--- src/rtl/trt_pkg.sv ---
package trt_pkg;
  localparam int CFG_W     = 16;
  localparam int LVL_BIT   = 1;   // 1 = level type, 0 = edge type
  localparam int EN_BIT    = 2;   // channel enable
  localparam int ROUTE_LSB = 9;   // route field position
  localparam int ROUTE_W   = 5;
  typedef logic [CFG_W-1:0]   chan_cfg_t;
  typedef logic [ROUTE_W-1:0] route_t;

  function automatic route_t cfg_route(chan_cfg_t c);
    return c[ROUTE_LSB +: ROUTE_W];
  endfunction
endpackage

--- src/rtl/trt_chan.sv ---
module trt_chan
  import trt_pkg::*;
(
  input  logic      clk,
  input  logic      rst_n,
  input  logic      glb_en,
  input  logic      fire,
  input  logic      clr,
  input  chan_cfg_t cfg,
  output logic      status,
  output logic      pulse
);
  logic live;
  assign live = glb_en & cfg[EN_BIT] & ~clr;

  always_ff @(posedge clk or negedge rst_n) begin
    if (!rst_n) begin
      status <= 1'b0;
      pulse  <= 1'b0;
    end else begin
      pulse <= 1'b0;
      if (!live) begin
        status <= 1'b0;
      end else if (fire) begin
        if (cfg[LVL_BIT]) status <= 1'b1;
        else              pulse  <= 1'b1;
      end
    end
  end
endmodule

--- src/rtl/trt_route.sv ---
module trt_route
  import trt_pkg::*;
#(
  parameter int NUM_CH     = 3,
  parameter int NUM_IRQ    = 24,
  parameter int LEG_LO_IRQ = 0,
  parameter int LEG_HI_IRQ = 8
) (
  input  logic                    legacy_q,
  input  logic [NUM_CH-1:0]       contrib,
  input  logic [NUM_CH*CFG_W-1:0] cfg_flat,
  output logic [NUM_IRQ-1:0]      lines
);
  route_t sel [NUM_CH];

  for (genvar c = 0; c < NUM_CH; c++) begin : g_sel
    route_t field;
    assign field = cfg_route(cfg_flat[c*CFG_W +: CFG_W]);
    if (c == 0) begin : g_lo
      assign sel[c] = legacy_q ? route_t'(LEG_LO_IRQ) : field;
    end else if (c == 1) begin : g_hi
      assign sel[c] = legacy_q ? route_t'(LEG_HI_IRQ) : field;
    end else begin : g_plain
      assign sel[c] = field;
    end
  end

  always_comb begin
    lines = '0;
    for (int c = 0; c < NUM_CH; c++) begin
      if (contrib[c] && (int'(sel[c]) < NUM_IRQ)) lines[sel[c]] = 1'b1;
    end
  end
endmodule

--- src/rtl/trt_legacy.sv ---
module trt_legacy (
  input  logic clk,
  input  logic rst_n,
  input  logic legacy_mode,
  input  logic pit_in,
  input  logic rtc_in,
  output logic legacy_q,
  output logic pit_oe,
  output logic pit_fwd,
  output logic rtc_fwd
);
  logic pit_lvl, rtc_lvl;

  always_ff @(posedge clk or negedge rst_n) begin
    if (!rst_n) begin
      legacy_q <= 1'b0;
      pit_lvl  <= 1'b0;
      rtc_lvl  <= 1'b0;
    end else begin
      legacy_q <= legacy_mode;
      pit_lvl  <= pit_in;
      rtc_lvl  <= rtc_in;
    end
  end

  assign pit_oe  = ~legacy_q;
  assign pit_fwd = ~legacy_q & pit_lvl;
  assign rtc_fwd = ~legacy_q & rtc_lvl;
endmodule

--- src/rtl/trt_router.sv ---
module trt_router
  import trt_pkg::*;
#(
  parameter int NUM_CH     = 3,
  parameter int NUM_IRQ    = 24,
  parameter int LEG_LO_IRQ = 0,
  parameter int LEG_HI_IRQ = 8
) (
  input  logic                    clk,
  input  logic                    rst_n,
  input  logic                    glb_en,
  input  logic                    legacy_mode,
  input  logic [NUM_CH*CFG_W-1:0] ch_cfg,
  input  logic [NUM_CH-1:0]       ch_fire,
  input  logic [NUM_CH-1:0]       ch_clr,
  input  logic                    pit_in,
  input  logic                    rtc_in,
  output logic [NUM_IRQ-1:0]      irq,
  output logic [NUM_CH-1:0]       status,
  output logic                    pit_oe
);
  logic [NUM_CH-1:0]  pulse;
  logic [NUM_IRQ-1:0] lines;
  logic legacy_q, pit_fwd, rtc_fwd;

  for (genvar c = 0; c < NUM_CH; c++) begin : g_ch
    trt_chan u_chan (
      .clk    (clk),
      .rst_n  (rst_n),
      .glb_en (glb_en),
      .fire   (ch_fire[c]),
      .clr    (ch_clr[c]),
      .cfg    (ch_cfg[c*CFG_W +: CFG_W]),
      .status (status[c]),
      .pulse  (pulse[c])
    );
  end

  trt_legacy u_leg (
    .clk         (clk),
    .rst_n       (rst_n),
    .legacy_mode (legacy_mode),
    .pit_in      (pit_in),
    .rtc_in      (rtc_in),
    .legacy_q    (legacy_q),
    .pit_oe      (pit_oe),
    .pit_fwd     (pit_fwd),
    .rtc_fwd     (rtc_fwd)
  );

  trt_route #(
    .NUM_CH(NUM_CH), .NUM_IRQ(NUM_IRQ),
    .LEG_LO_IRQ(LEG_LO_IRQ), .LEG_HI_IRQ(LEG_HI_IRQ)
  ) u_route (
    .legacy_q (legacy_q),
    .contrib  (status | pulse),
    .cfg_flat (ch_cfg),
    .lines    (lines)
  );

  always_comb begin
    irq = lines;
    irq[LEG_LO_IRQ] = lines[LEG_LO_IRQ] | pit_fwd;
    irq[LEG_HI_IRQ] = lines[LEG_HI_IRQ] | rtc_fwd;
  end
endmodule

--- config.mk ---
export PLATFORM = sky130hd
export DESIGN_NAME = trt_router
export DESIGN_NICKNAME = d
export VERILOG_FILES = /design/src/rtl/trt_pkg.sv /design/src/rtl/trt_chan.sv /design/src/rtl/trt_route.sv /design/src/rtl/trt_legacy.sv /design/src/rtl/trt_router.sv
export SDC_FILE = /design/constraint.sdc
export NUM_CORES = 1
export LEC_CHECK = 0
export BUFFER_PORTS_ARGS = -buffer_cell sky130_fd_sc_hd__buf_4
export CAP_MARGIN = 40
export CORE_MARGIN = 2
export CORE_UTILIZATION = 36
export CTS_CLUSTER_DIAMETER = 50
export DETAILED_ROUTE_END_ITERATION = 10
export PLACE_DENSITY = 0.76
export SLEW_MARGIN = 15
export SYNTH_ARGS = -nofsm -noshare
export SYNTH_HDL_FRONTEND = slang
export SYNTH_SLANG_ARGS = --single-unit
--- constraint.sdc ---
create_clock -name clk -period 1.21 [get_ports clk]
set_clock_uncertainty 0.2 [all_clocks]
set_input_delay 0.0605 -clock clk [delete_from_list [all_inputs] [get_ports clk]]
set_output_delay 0.0605 -clock clk [all_outputs]
set_load 0.03 [all_outputs]
==> results by group <==
STA
  – Max Clk Rate: 534.4 MHz
  – Fin crit share: 154.7%
  – Number of setup violations in the final report: 27
  – Final Critical Period: 1.871 ns
  – Worst hold margin: 0.2681 ns
  – Slew Viols, Final: 0
  – RSZ-0062 raised after global routing: yes
  – Setup WS post-layout: -0.6614 ns
  – Worst rel slew slack: 72.67%
  – Measured slew at the worst slew-check pin: 0.4084 ns
  – Fin. Hold Viols: 0

Cells and area
  – Commonest non-fill, non-tap cell in the layout: buf_4
  – Post-layout util: just under 80%
  – Most frequent cells in the layout: buf_4, buf_6, dlygate4sd3_1
  – Inserted Diodes: 0
  – Final #Nets: 312
  – Fraction of layout cells with a size suffix above 1: 56.18%
  – Area Growth Syn to Fin: 109.2%

Worst setup path
  – Slowest cell on crit path: dfrtp_1
  – CP delay by family, top: buffers and inverters
  – Critical Path Max Stage Delay: 0.39 ns
  – Worst Reg-to-Reg Cells: 3
  – Worst Setup End Kind: primary output
  – Req. time, crit path: about 0.95 ns
  – Worst Path Arrival: 1.61 ns
  – Register-to-register setup slack: around 0.14 ns
  – Crit Path Max Fanout: 16
  – WP buf/inv: 3
  – WP depth: 6
  – Worst setup SP type: register
  – Reg-to-reg endpoint: g_ch[2].u_chan.status$_DFFE_PN0P_
  – Crit-path cells: buf_12, a21oi_4, nand4_1, buf_6, o211ai_1, buf_4
  – Critical R2R Launch: g_ch[2].u_chan.status$_DFFE_PN0P_
  – Critical setup path kind: reg -> out

Drt
  – Vias after detailed routing: 1743
  – Post-route ant nets: 0
  – WL per Instance: 18.27 um
  – Drt total wl: 5389 um
  – First-pass iteration count of the detailed router: 4
  – Avg Vias per Cell: 5.908
  – Residual DRC count: 0
  – Drt first-iter violations: approximately 140

Pwr
  – P_sw: 358.0 uW
  – Internal: 683.0 uW
  – Lkg Pwr: 0.0009466 uW
  – Worst VDD drop: 0.7057 mV
  – Proportion of power drawn by combinational gates: 47.5%
  – Sequential share of power: 30.3%
  – Sw frac: around 34%
  – Cell Pwr Density: 431.3 nW/um2
  – Clock Power Share: 22.2%

Outcome
  – Run status: finished, violations left
  – Failing checks: negative setup slack

Synthesis
  – Main flop type after synthesis: dfrtp_1
  – Post-synthesis async set-or-reset flop share: 100.0%
  – Post-synthesis simple-gate area fraction: 45.55%
  – Largest family of logic cells by synthesized area: simple AND/OR/NAND/NOR gates
  – Sequential cell area fraction in the yosys report: 19.52%
  – Yosys reg bits: 9
  – Post-synth EDFFs: 0
  – Synth unique cells: 36
  – Syn_nets: about 200
  – Mux cell area share after synthesis: 0%
  – Top post-synthesis cells by area: dfrtp_1, o221ai_1, nand3_1
  – Cell taking the most area after synthesis: dfrtp_1
  – Avg Inst Size Synth: ~8.2 um2
  – Compound-Gate Fraction of Synth Area: 29.72%
  – Adder-cell area share of the yosys netlist: 0%
  – Area share of the largest cell type after synthesis: between 15 and 20%
  – Synth warn: 0
  – Synth Instances: around 140
  – Post-Syn Area: 1154 um2
  – Post-synthesis xor/xnor area fraction: 0%

Clocking
  – Clock Sinks: 9
  – CTS Root Cell: clkbuf_4
  – Num CTS Buffers: 3
  – CTS Buffer Depth: 2
  – Clock latency on the worst-skew pair: 0.26 ns
  – TritonCTS clock tree: yes
  – H-Tree Depth: 1
  – Worst-path clk slew: 0.06 ns

Place
  – GP Congestion: 0.9838
  – Hpwl dp: 3697 um
  – # port buffers: 60

Hold path
  – Hold path endpoint: u_leg.legacy_q$_DFF_PN0_
  – HP Start: legacy_mode
  – Hold depth: 2
  – Min-Delay Path Class: in -> reg

Die
  – Die X: 60.61 um
  – Core Area: 3053 um2
  – Die Y: 60.61 um
  – Boundary Pins: slightly below 90
  – Die area: 3673 um2
  – Starting Density: between 30% and 40%
  – Rows: 20

Global routing
  – Largest net degree at the start of global routing: 17
  – Initial antenna violation count: 0
  – Total GRT Usage: 30.43%
  – Vias in the first global route: 1776
  – First-pass GRT wire length: approximately 8300 um
  – GRT Residual Overflow: 0

Flow run
  – Max-cap violations: 0
==> worst max-delay path by stage <==
| stage | from | to | slack (ns) |
|---|---|---|---|
| 6_report | u_leg.legacy_q$_DFF_PN0_ | irq[7] | -0.66 |
| 5_1_grt | u_leg.legacy_q$_DFF_PN0_ | irq[5] | -0.75 |
| 4_1_cts | u_leg.legacy_q$_DFF_PN0_ | irq[7] | -0.66 |
| 3_5_place_dp | u_leg.legacy_q$_DFF_PN0_ | irq[2] | -0.44 |
| 3_3_place_gp | u_leg.legacy_q$_DFF_PN0_ | irq[2] | -0.41 |
| 2_1_floorplan | u_leg.legacy_q$_DFF_PN0_ | irq[15] | -0.51 |
==> sequential cells by signal (all words and copies together), names as in the netlist <==
signal              count
u_leg.rtc_lvl           1
g_ch.u_chan.pulse       3
u_leg.pit_lvl           1
g_ch.u_chan.status      3
u_leg.legacy_q          1
==> per-layer routing <==
| layer | up-vias | wire (um) | GRT usage, % |
|---|---|---|---|
| li1 | 809 | - | - |
| met5 | - | 0 | 0 |
| met3 | 18 | 365 | 3.625 |
| met1 | 817 | 2089 | 36.54 |
| met4 | 0 | 142 | 11.80 |
| met2 | 99 | 2792 | 54.99 |
==> synth_stat cells (2+ instances only) <==
| master | number |
|---|---|
| dfrtp_1 | 9 |
| nor2b_1 | 6 |
| or2_2 | 2 |
| o221ai_1 | 19 |
| nor3b_1 | 4 |
| nand3_1 | 19 |
| nand3b_1 | 6 |
| nor3b_2 | 3 |
| nor4b_4 | 2 |
| buf_2 | 3 |
| buf_4 | 4 |
| nor2_1 | 13 |
| o21ai_0 | 2 |
| a32oi_1 | 2 |
| nand4_1 | 7 |
| o211ai_1 | 9 |
| a21oi_1 | 5 |
| nand2_1 | 8 |
==> logic make-up (layout without fill, tap and decap cells) <==
| kind of cell | Yosys count | in the layout |
|---|---|---|
| AND/OR/NAND/NOR | 81 | 81 |
| AO/OA/AOI/OAI | 42 | 42 |
| flip-flops | 9 | 9 |
| buffers and inverters | 9 | 119 |
==> layout make-up <==
| class | instances | area [um2] |
|---|---|---|
| sequential | 9 | 225.2 |
| multi-input combinational | 123 | 1096 |
| fill | 215 | 639.4 |
| inverter | 1 | 3.754 |
| tap | 44 | 55.05 |
| clock buffer | 4 | 26.28 |
| timing repair buffer | 114 | 1007 |
==> power groups by stage <==
| stage | logic, uW | registers, uW | clock network, uW |
|---|---|---|---|
| floorplan | 163 | 320 | 0 |
| global placement | 389 | 320 | 0 |
| global route | 525 | 316 | 257 |
| detailed placement | 397 | 320 | 0 |
| CTS | 466 | 315 | 226 |
| finish | 494 | 315 | 232 |
==> through the flow <==
step / cell area [um2] / worst slack, ns / setup TNS (ns) / instances / total power (uW)
global placement: 1966 / -0.4139 / -8.888 / 272 / 708.8
detailed placement: 1966 / -0.4379 / -9.349 / 272 / 716.7
floorplan: 1247 / -0.5068 / -10.22 / 141 / 483.4
finish: 2414 / -0.6614 / -15.09 / 295 / 1041
global route: 2414 / -0.7506 / -17.15 / 295 / 1098
CTS: 2318 / -0.6643 / -15.16 / 295 / 1007
==> what timing repair did <==
action,4_1_cts,5_1_grt
pin swaps,4,5
hold buffers,18,0
endpoints found under the setup margin,26,29
endpoints found under the hold margin,18,0
setup buffers,1,1
resized for setup,34,19
Note: power is estimated with default switching activity, not from simulation.
